--- config.mk ---
export PLATFORM = sky130hd
export DESIGN_NAME = rf_alu_datapath
export DESIGN_NICKNAME = d
export VERILOG_FILES = /design/src/rtl/rf_alu_datapath.sv
export SDC_FILE = /design/constraint.sdc
export NUM_CORES = 1
export LEC_CHECK = 0
export BUFFER_PORTS_ARGS = -buffer_cell sky130_fd_sc_hd__buf_2
export CAP_MARGIN = 30
export CORE_MARGIN = 2
export CORE_UTILIZATION = 35
export CTS_BUF_LIST = sky130_fd_sc_hd__clkbuf_8 sky130_fd_sc_hd__clkbuf_16
export CTS_CLUSTER_SIZE = 8
export DETAILED_ROUTE_END_ITERATION = 7
export PLACE_DENSITY = 0.59
export SLEW_MARGIN = 10
export SYNTH_ARGS = -nofsm -noshare
export SYNTH_HDL_FRONTEND = slang
export SYNTH_SLANG_ARGS = --single-unit
--- constraint.sdc ---
create_clock -name clk -period 6.6 [get_ports clk]
set_input_delay 0.66 -clock clk [delete_from_list [all_inputs] [get_ports clk]]
set_output_delay 0.66 -clock clk [all_outputs]
set_load 0.005 [all_outputs]
--- src/rtl/rf_alu_datapath.sv ---
module rf_alu_datapath #(
  parameter int DW   = 4,
  parameter int NREG = 8,
  localparam int AW  = $clog2(NREG)
) (
  input  logic          clk,
  input  logic          rst,
  input  logic          wr_en,
  input  logic [AW-1:0] sel_a,
  input  logic [AW-1:0] sel_b,
  input  logic [AW-1:0] sel_dst,
  input  logic [3:0]    func,
  output logic [DW-1:0] opnd_a,
  output logic [DW-1:0] opnd_b,
  output logic [DW-1:0] result,
  output logic          flg_zero,
  output logic          flg_neg,
  output logic          flg_carry,
  output logic          flg_ovf
);

  logic [NREG-1:0][DW-1:0] regs;
  logic [DW-1:0] a_in, b_in;
  logic [DW:0]   sum_w;
  logic          less;

  assign opnd_a = regs[sel_a];
  assign opnd_b = regs[sel_b];

  assign a_in  = func[3] ? ~opnd_a : opnd_a;
  assign b_in  = func[2] ? ~opnd_b : opnd_b;
  assign sum_w = {1'b0, a_in} + {1'b0, b_in} + {{DW{1'b0}}, func[2]};
  assign less  = $signed(a_in) < $signed(opnd_b);

  always_comb begin
    case (func[1:0])
      2'b00:   result = a_in & b_in;
      2'b01:   result = a_in | b_in;
      2'b10:   result = sum_w[DW-1:0];
      default: result = {{(DW-1){1'b0}}, less};
    endcase
  end

  assign flg_zero  = (result == '0);
  assign flg_neg   = result[DW-1];
  assign flg_carry = sum_w[DW];
  assign flg_ovf   = (a_in[DW-1] == b_in[DW-1]) && (sum_w[DW-1] != a_in[DW-1]);

  always_ff @(posedge clk) begin
    if (rst)
      regs <= '0;
    else if (wr_en && sel_dst != '0)
      regs[sel_dst] <= result;
  end

  assert_reset_clear_R1: assert property (@(posedge clk) rst |=> regs == '0);

  assert_no_write_hold_R4: assert property (@(posedge clk) disable iff (rst)
    (!wr_en || sel_dst == '0) |=> $stable(regs));

  assert_write_lands_R4: assert property (@(posedge clk) disable iff (rst)
    (wr_en && sel_dst != '0) |=> regs[$past(sel_dst)] == $past(result));

  assert_slt_single_bit_R6: assert property (@(posedge clk) disable iff (rst)
    (func[1:0] == 2'b11) |-> result[DW-1:1] == '0);

endmodule

### After elaboration in Yosys (flattened, before gate mapping)

Index checks and enable logic that the tools add are counted.

* bits of input ports: 16
* logic and storage cells: 39
* bits in registers: 32

* $lt $le $gt $ge: 5
* equal/unequal tests: 4
* multiplexer cells: 10
* add/sub/neg operators: 2
* bitwise gates (word level): 4
* reduce and logical (&&, ||, !) cells: 6

Operators with widths (number)
* $bwmux 32: 1
* $bmux 4 s3: 2
* $mux 4: 5
* $demux 4 s3: 1
* $lt 3x4->1 const B: 3
* $pmux 4 s3: 1
* $not 4->4: 2
* $add 4x4->5: 1
* $add 5x1->5: 1
* $and 4x4->4: 1
* $logic_not 4->1: 1
* $lt 4x4->1: 1
* $or 4x4->4: 1
* $ge 3x1->1 const B: 1
* $logic_and 1x1->1: 3
* $reduce_bool 3->1: 1
* $eq 2x1->1 const B: 1
* $eq 2x2->1 const B: 1
* $logic_not 2->1: 1
* $eq 1x1->1: 1
* $ne 1x1->1: 1

### Depth between registers and ports, before layout

* word-level depth: 8
* gate-level depth with buffers: 14
* depth with buffers taken out: 12

### Worst setup path before layout

OpenSTA, ideal clock, no wires.

* path kind: in2out
* start point: input sel_a[0]
* end point: output flg_zero
* path slack: 2414 ps
* arrival time: 3526 ps
* cell stages on the path: 12
* path through: buf_6 -> mux4_2 -> mux2i_1 -> xor2_1 -> inv_1 -> ha_1 -> inv_1 -> a2111o_1 -> a21o_1 -> a211oi_1 -> nor2_1 -> o211a_1

* cells in the longest elaborated chain, start to end: 8

Ends and longest elaborated chain
* from (decl): RTL line 9 `input logic [AW-1:0] sel_a,`
* $bmux 4 s3 (*): RTL line 27 `assign opnd_a = regs[sel_a];`
* $mux 4 (implied by the code) (*): RTL line 27
* $not 4->4: RTL line 30 `assign a_in = func[3] ? ~opnd_a : opnd_a;`
* $mux 4 (*): RTL line 30
* $add 4x4->5: RTL line 32 `assign sum_w = {1'b0, a_in} + {1'b0, b_in} + {{DW{1'b0}}, func[2]};`
* $add 5x1->5: RTL line 32
* $pmux 4 s3 (*): RTL line 36 `case (func[1:0])`
* $logic_not 4->1 (*): RTL line 44 `assign flg_zero = (result == '0);`
* to (decl): RTL line 16 `output logic flg_zero,`

Mark *: on every way between the ends. The rest lies on a longest branch, timed or not. The select of a mux whose other input is x is not followed.

### Worst setup path after layout

Ends and elaborated chain as after synthesis.

==> flow_summary.ini <==
[route]
ant_nets = 0
wirelength_um = 6048
drt_iter0_drc = 112
vias = 2054
drc_errors = 0
via_per_inst = 5.349
wl_per_cell_um = 15.75
first_pass_iters = 4

[place]
io_buffer_count = 31
dp.cells = 377
place_ws_ns = 1.804
gp_congestion = 0.8675
hpwlAfterDp_um = 4732
post_dp_cell_area_sq_mm = 0.002653

[run]
max-cap-violations = 0

[run_status]
status = finished clean

[yosys]
yosysUniqueCellTypes = 56
synth_area_sq_mm = 0.002470
syn_nets = 294
seq_area_frac_synth_pct = 25.94
async_reset_ff_share_pct = 0
ys_ff_latch = 32
syn_area_per_cell_sq_um = 9.285
yosys_warnings = 0
synth_edf_count = 0
synth_top_flop_cell = dfxtp_1
synthCells = 266

[setup_path]
timing.rr.start = regs[15]
path_cells = buf_2, mux4_2, mux2i_1, xor2_1, inv_1, ha_1, inv_1, a2111o_1, a21o_1, a211oi_1, nor2_1, o211a_1, buf_2
crit_type = in -> out
r2r_slack_ns = 3.18
crit_path_top_delay_cell = a211oi_1
worstRegToRegCells = 11
critPathArrivalTime_ns = 4.15
crit_fanout = 10
critPathBufInv = 4
cpPeakStageDelay_ns = 0.73
cp.required_ns = 5.94
timing.rr.end = regs[20]
cp.depth = 13
crit_family = compound AO/OA/AOI/OAI gates
worstSetupEndpointType = output port
critPathLaunchType = input pin

[global_routing]
grt_max_degree = 33
antenna_found_initial = 0
track_usage_pct = 16.57
grt_pass1_wl_um = 9804
grt_overflow_total = 0
grt_pass1_vias = 1917

[die]
num_rows = 30
fp.dieW_um = 88.01
die_area_sq_mm = 0.007745
die_h_um = 88.01
initial_core_util_pct = 36.35
io_pins = 32
core_sq_mm = 0.006794

[cts]
cts-root-buf = clkbuf_8
hold_buffers = 0
cts.sinks = 32
clk_latency_ns = 0.29
cts-resized-gates = 0
tritoncts = yes
path_clk_slew_ns = 0.07
ctsHtreeMaxLevel = 2
clock_path_buffers = 2
cts_setup_buffers = 0
numCtsBuffers = 5

[finish]
largestRegisters = regs (32)
final_area_sq_mm = 0.002749
syn2layout_area_growth_pct = 11.30
regMostFlops = regs
drive_gt1_share_pct = 19.79
utilization_pct = 40.46
antenna_cells = 0
fill_cells = 698
final_nets = 316
largest_reg_flops = 32
instances_no_fill = 384

[timing]
post-route-period-util_pct = 72.91
max_slew_margin_pct = 42.68
max_slew.worst_pin.slew_ns = 0.8546
period_needed_ns = 4.812
tns_ns = 0
rsz0062_at_grt = no
whs_ns = 0.4827
fmax_mhz = 207.8
slew_violations = 0
hold_violations = 0
fin_ws_ns = 1.788
finalSetupViolCount = 0
fin_skew_ns = 0.01023

[worst_hold_path]
hold_path_end = regs[0]
hold_path.class = reg -> reg
min_path_cells = 1
hp-start = regs[0]

[pwr]
power.share.clock_pct = 32.3
power_mw = 0.5015
internal_power_mw = 0.3465
p_switching_mw = 0.1550
comb_power_share_pct = 27.4
power_density_mw_per_mm2 = 182.4
ir_worst_vdd_mv = 0.07062
p_leak_nw = 1.176
sw_frac_of_total_pct = 30.91
power.share.sequential_pct = 40.4
## worst max-delay path by stage
stage | startpoint | end | slack [ns]
after floorplan | sel_a[0] | flg_zero | 2.41
after global placement | sel_a[0] | flg_zero | 1.88
after detailed placement | sel_a[0] | flg_zero | 1.80
after CTS | sel_a[0] | flg_zero | 1.80
after global routing | sel_a[0] | flg_zero | 1.53
final | sel_a[0] | flg_zero | 1.79
## cell families after synthesis
logic type | after synthesis | share of synthesized area [%]
adders and majority gates | 12 | 6.383
xor gates and xnor gates | 8 | 2.837
and+or+nand+nor | 82 | 17.68
DFF | 32 | 25.94
muxes | 28 | 20.52
buffers and inverters | 40 | 7.396
AOI/OAI and AO/OA | 64 | 19.25
## cells in the mapped netlist (all sizes together) (3+ instances only)
cell type,instances,area share [%]
nand2b,7,2.1
xnor2,6,2.1
ha,11,5.6
a31oi,7,1.8
clkbuf,7,1.1
buf,9,2.6
nand2,15,2.3
nor4,6,1.5
mux2i,13,5.8
mux4,14,14
o21ai,9,1.8
dfxtp,32,26
nor3,5,1.5
nor2b,11,2.8
inv,23,3.5
a21oi,12,2.4
a211oi,15,4.6
nand3,3,0.61
nor2,24,3.6
o31ai,7,2.1
## worst register-to-register path: cells and delay by family (launching register included)
family                   cells  cell delay, ns
AO/OA/AOI/OAI                5            1.63
flip-flops                   1            0.33
adder cells (fa/ha/maj)      1            0.28
XOR/XNOR                     1            0.30
multiplexers                 2            0.68
buffers and inverters        2            0.15
## placed cells by master, fill, tap and decap left out, types with 7 or more instances in the layout
master,count
nor2_1,24
a21oi_1,12
a31oi_1,7
nor2b_1,11
a211oi_1,15
nand2_1,15
ha_1,11
o31ai_1,7
inv_1,22
mux4_1,9
clkbuf_8,7
mux2i_1,12
o21ai_1,7
buf_2,31
dfxtp_1,32
## power groups by stage
stage / Sequential (mW) / Combinational (mW) / Clock (mW)
after floorplan: 0.205 / 0.103 / 0
after global placement: 0.206 / 0.136 / 0
after detailed placement: 0.207 / 0.137 / 0
after CTS: 0.202 / 0.138 / 0.167
after global routing: 0.203 / 0.153 / 0.172
final: 0.203 / 0.137 / 0.162
## per-layer routing
layer,track usage [%],vias up,part of all wire (%)
li1,-,1024,-
met4,4.755,0,1.1
met3,2.828,7,4.3
met1,24.01,971,48
met2,25.34,52,46
met5,0,-,0
## layout make-up
class | instances | area, sq um | area share, %
timing repair buffer | 31 | 155.1 | 5.644
sequential | 32 | 640.6 | 23.30
tap | 96 | 120.1 | 4.370
clock buffer | 7 | 96.34 | 3.505
inverter | 24 | 90.09 | 3.277
multi-input combinational | 194 | 1647 | 59.90
Power figures use the tool's default switching activity.
